**src/rtl/supply_reset_seq.sv**
```systemverilog
module supply_reset_seq #(
  parameter int unsigned HOLD_CYCLES = 2_000_000,
  parameter int unsigned WD_SHORT    = 1_500_000,
  parameter int unsigned WD_MID      = 6_000_000,
  parameter int unsigned WD_LONG     = 14_000_000,
  parameter bit          ACTIVE_LOW  = 1'b1
) (
  input  logic       clk,
  input  logic       supply_ok,
  input  logic       pwr_good_a,
  input  logic       cs_n_a,
  input  logic [1:0] wd_sel,
  output logic       sys_rst
);

  localparam int unsigned WD_MAX0 = (WD_SHORT > WD_MID) ? WD_SHORT : WD_MID;
  localparam int unsigned WD_MAX  = (WD_MAX0 > WD_LONG) ? WD_MAX0 : WD_LONG;
  localparam int unsigned HW      = $clog2(HOLD_CYCLES + 1);
  localparam int unsigned WW      = $clog2(WD_MAX + 1);
  localparam logic [HW-1:0] HOLD_LAST = HW'(HOLD_CYCLES - 1);

  logic          pg_s1, pg_s2;
  logic          cs_s1, cs_s2, cs_s3;
  logic          rst_active;
  logic [HW-1:0] hold_cnt;
  logic [WW-1:0] wd_cnt, wd_last;
  logic          wd_en, kick, wd_fire;

  always_ff @(posedge clk or negedge supply_ok) begin
    if (!supply_ok) begin
      pg_s1 <= 1'b0;
      pg_s2 <= 1'b0;
      cs_s1 <= 1'b1;
      cs_s2 <= 1'b1;
      cs_s3 <= 1'b1;
    end else begin
      pg_s1 <= pwr_good_a;
      pg_s2 <= pg_s1;
      cs_s1 <= cs_n_a;
      cs_s2 <= cs_s1;
      cs_s3 <= cs_s2;
    end
  end

  assign wd_en = |wd_sel;
  assign kick  = cs_s3 & ~cs_s2;

  always_comb begin
    case (wd_sel)
      2'b01:   wd_last = WW'(WD_SHORT - 1);
      2'b10:   wd_last = WW'(WD_MID - 1);
      2'b11:   wd_last = WW'(WD_LONG - 1);
      default: wd_last = '0;
    endcase
  end

  assign wd_fire = wd_en & ~rst_active & ~kick & (wd_cnt == wd_last);

  always_ff @(posedge clk or negedge supply_ok) begin
    if (!supply_ok) begin
      wd_cnt <= '0;
    end else if (!wd_en || rst_active || kick || wd_fire) begin
      wd_cnt <= '0;
    end else begin
      wd_cnt <= wd_cnt + 1'b1;
    end
  end

  always_ff @(posedge clk or negedge supply_ok) begin
    if (!supply_ok) begin
      rst_active <= 1'b1;
      hold_cnt   <= '0;
    end else if (!pg_s2 || wd_fire) begin
      rst_active <= 1'b1;
      hold_cnt   <= '0;
    end else if (rst_active) begin
      if (hold_cnt == HOLD_LAST) begin
        rst_active <= 1'b0;
        hold_cnt   <= '0;
      end else begin
        hold_cnt <= hold_cnt + 1'b1;
      end
    end
  end

  assign sys_rst = ACTIVE_LOW ? ~rst_active : rst_active;

  // Checker-only: length of the current unbroken power-good run, saturating.
  logic [HW-1:0] good_run;
  always_ff @(posedge clk or negedge supply_ok) begin
    if (!supply_ok)                      good_run <= '0;
    else if (!pg_s2)                     good_run <= '0;
    else if (good_run != HW'(HOLD_CYCLES)) good_run <= good_run + 1'b1;
  end

  p_release_after_hold_r2: assert property (@(posedge clk) disable iff (!supply_ok)
    $fell(rst_active) |-> (good_run == HW'(HOLD_CYCLES)));

  p_pg_loss_restarts_r4: assert property (@(posedge clk) disable iff (!supply_ok)
    !pg_s2 |=> (rst_active && hold_cnt == '0));

  p_timeout_resets_r5: assert property (@(posedge clk) disable iff (!supply_ok)
    wd_fire |=> (rst_active && hold_cnt == '0));

  p_kick_clears_r6: assert property (@(posedge clk) disable iff (!supply_ok)
    kick |=> (wd_cnt == '0));

  p_disabled_idle_r7: assert property (@(posedge clk) disable iff (!supply_ok)
    !wd_en |=> (wd_cnt == '0));

  p_no_count_in_reset_r10: assert property (@(posedge clk) disable iff (!supply_ok)
    rst_active |=> (wd_cnt == '0));

endmodule

```
**config.mk**
```make
export PLATFORM = sky130hd
export DESIGN_NAME = supply_reset_seq
export DESIGN_NICKNAME = d
export VERILOG_FILES = /design/src/rtl/supply_reset_seq.sv
export SDC_FILE = /design/constraint.sdc
export NUM_CORES = 1
export LEC_CHECK = 0
export ABC_CLOCK_PERIOD_IN_PS = 3700
export CAP_MARGIN = 20
export CORE_UTILIZATION = 45
export CTS_CLUSTER_SIZE = 10
export DETAILED_ROUTE_END_ITERATION = 6
export DONT_BUFFER_PORTS = 1
export PLACE_DENSITY = 0.58
export SLEW_MARGIN = 15
export SYNTH_ARGS = -nofsm -noshare
export SYNTH_HDL_FRONTEND = slang
export SYNTH_SLANG_ARGS = --single-unit
```
**constraint.sdc**
```tcl
create_clock -name clk -period 3.7 [get_ports clk]
set_clock_uncertainty 0.05 [all_clocks]
set_input_delay 0.555 -clock clk [delete_from_list [all_inputs] [get_ports clk]]
set_output_delay 0.555 -clock clk [all_outputs]
set_load 0.02 [all_outputs]
```
==> flow_summary.ini <==
[drt]
drtAntennaViolNets = 0
drcViolationCount = 0
vias_per_cell = 5.80
first_pass_iters = 4
num_vias = 2319
finalWirelength_um = 6430
wl_per_cell_um = 16.1
first_iter_violations = 114

[pwr]
power_mw = 1.02
leakagePower_nw = 1.19
powerDensity_mw_per_mm2 = 322
irDropWorstVdd_v = 0.000217

[global_route]
grt_max_degree = 48
grt_pass1_vias = 2177
antenna_found_initial = 0
gr-total-overflow = 0
grtUsageTotal_pct = 19.9
grt_first_pass_wirelength_um = 11100

[sta]
period_share_pct = 67.2
fin_tns_setup_ns = 0
rsz0062_at_grt = false
worst_slew_pin_slew_ns = 0.841
slew_headroom_pct = 43.8
max_freq_ghz = 0.402
finalHoldViolCount = 0
period_needed_ns = 2.49
finalSetupViolations = 0
slew_viol_final = 0

[placement]
routabilityCongestion = 0.782
io_buffers = 0
hpwl_um = 4250

[hold_path]
hp-class = primary input to async pin

[logic_synthesis]
synth_warnings = 0
synth_edf_count = 0
async_reset_ff_share_pct = 100
synth_cells = 324
synth.distinct_cells = 48
synth_ff_type = dfrtp_1
synthesis.nets = 338
yosysTopAreaCellShare_pct = 39.9
postSynthAreaPerCell_um2 = 9.09
synth_area_mm2 = 0.00295
synth_area_leaders = dfrtp_1 40%, xnor2_1 6.5%, nor3_1 6.1%
yosysSeqAreaShare_pct = 43.5
ys_ff_latch = 51
yosysTopAreaCell = dfrtp_1

[floorplan]
die_area_mm2 = 0.00688
num_rows = 29
ios = 7
coreArea_mm2 = 0.00635
die_h_um = 82.9
start_util_pct = 46.4
fp.dieW_um = 82.9

[worst_setup_path]
worstSetupEndpointType = register
crit_chain = inv_1, ha_1, or4b_4, nor4_4, o2111ai_1, or2_0, a311o_1
r2r_start = wd_cnt[10]$_DFF_PN0_
critPathKind = primary input to register
critPathLaunchType = primary input
worstPathMaxFanout = 8
crit_required_ns = 3.84
crit_path_start = wd_sel[1]
cp_slowest_cell = or4b_4
cpPeakStageDelay_ns = 0.51
arrival_ns = 2.63

[cells_and_area]
nFillCells = 607
antenna-diode-count = 0
layout-drive-gt1-share_pct = 8.05
area_growth_pct = 7.18
fin_util_pct = 49.7
nets = 336

[clocking]
cts.sinks = 51
cts_resized = 0
h-tree-depth = 2
cts.path.max_buffers = 2
cts_hold_buf = 1
cts_tree = done
cts-root-buf = clkbuf_8
path_clk_slew_ns = 0.10
clock_latency_ns = 0.31
postCtsSetupBuffers = 0
cts_buffers = 5

[job]
cap_violations = 0

[status]
status = completed
[state kept, by name (all words and copies together) (netlist names)]
| register | flops |
|---|---|
| pg_s1 | 1 |
| cs_s1 | 1 |
| pg_s2 | 1 |
| hold_cnt | 21 |
| wd_cnt | 24 |
| cs_s3 | 1 |
| cs_s2 | 1 |
| rst_active | 1 |
[metrics by stage]
stage               hold slack (ns)  setup WS (ns)  std cells  instance area (µm²)
floorplan                     0.209           1.19        324                 2950
global placement              0.211          0.900        390                 3000
detailed placement            0.211          0.868        390                 3000
CTS                          0.0167           1.21        399                 3150
global route                 0.0115           1.09        400                 3160
finish                       0.0301           1.21        400                 3160
[where the power goes]
part / total, mW / internal (mW) / switching (mW) / leakage [nW]
combinational: 0.0425 / 0.0163 / 0.0262 / 0.432
sequential: 0.568 / 0.564 / 0.00467 / 0.692
clock: 0.406 / 0.219 / 0.187 / 0.0612
total: 1.02 / 0.799 / 0.218 / 1.19
[layer usage]
layer	global-route usage, %	part of all wire, %	up-vias
li1	-	-	1169
met1	27.6	48	1107
met2	32.1	47	34
met3	3.68	3.0	9
met4	5.49	1.6	0
met5	0	0	-
[cell families after synthesis]
group           after synthesis  synth area share, %
compound gates               54                 12.2
xor+xnor                     26                 7.73
fa+ha+maj                     8                 3.40
buf+inv                      28                 4.03
flops                        51                 43.5
mux                           1                0.340
simple gates                156                 28.8
[final timing paths]
kind | slack, ns | depth (start not counted) | to
worst max-delay path | 1.21 | 7 | hold_cnt[15]$_DFFE_PN0P_
worst min-delay path | 0.03 | 1 | hold_cnt[3]$_DFFE_PN0P_
worst max register to register | 1.23 | 5 | hold_cnt[15]$_DFFE_PN0P_
worst min register to register | 0.31 | 0 | cs_s2$_DFF_PN1_
max in group asynchronous | 2.97 | 1 | rst_active$_DFF_PN1_
min in group clk | 0.19 | 0 | cs_s1$_DFF_PN1_
[critical path, delay by kind of cell]
| kind | cells | cell delay [ns] |
|---|---|---|
| and+or+nand+nor | 3 | 1.13 |
| AOI/OAI and AO/OA | 2 | 0.57 |
| adders and majority gates | 1 | 0.29 |
| buffers and inverters | 1 | 0.09 |
[cell usage after synthesis, types with 5 or more instances]
| library cell | number |
|---|---|
| or4_1 | 7 |
| nand2_1 | 35 |
| clkbuf_1 | 9 |
| o21ai_0 | 15 |
| a21oi_1 | 5 |
| nand4_1 | 7 |
| or3_1 | 7 |
| ha_1 | 8 |
| and3_1 | 7 |
| nor2_1 | 16 |
| buf_2 | 5 |
| o211ai_1 | 8 |
| inv_1 | 13 |
| dfrtp_1 | 47 |
| xnor2_1 | 22 |
| nor4_1 | 6 |
| nand3_1 | 17 |
| nor3_1 | 36 |
[cell usage in the layout, fill, tap and decap left out, types with 2 or more instances in the layout]
| cell | count |
|---|---|
| a21oi_1 | 5 |
| a31o_2 | 3 |
| a31oi_1 | 3 |
| and2_1 | 4 |
| and3_1 | 7 |
| and4_1 | 3 |
| buf_4 | 4 |
| clkbuf_8 | 6 |
| dfrtp_1 | 47 |
| dfstp_2 | 4 |
| ha_1 | 8 |
| inv_1 | 13 |
| nand2_1 | 35 |
| nand3_1 | 17 |
| nand4_1 | 7 |
| nor2_1 | 16 |
| nor2b_1 | 2 |
| nor3_1 | 36 |
| nor4_1 | 6 |
| nor4_4 | 2 |
| o211ai_1 | 8 |
| o21a_1 | 2 |
| o21ai_0 | 15 |
| o21ai_1 | 3 |
| o22ai_1 | 2 |
| o31a_1 | 3 |
| or3_1 | 7 |
| or4_1 | 7 |
| or4b_4 | 2 |
| xnor2_1 | 22 |
| xor2_1 | 4 |
[area by class of cell]
type                    instances  area [µm²]  area share (%)
well taps                      77        96.3            3.05
inverters                      13        48.8            1.55
repair buffers                  6        67.6            2.14
clock inverters                 2        35.0            1.11
clock buffers                   6        82.6            2.61
flip-flops and latches         51        1280            40.6
multi-input cells             245        1550            49.0
Power figures use the tool's default switching activity.
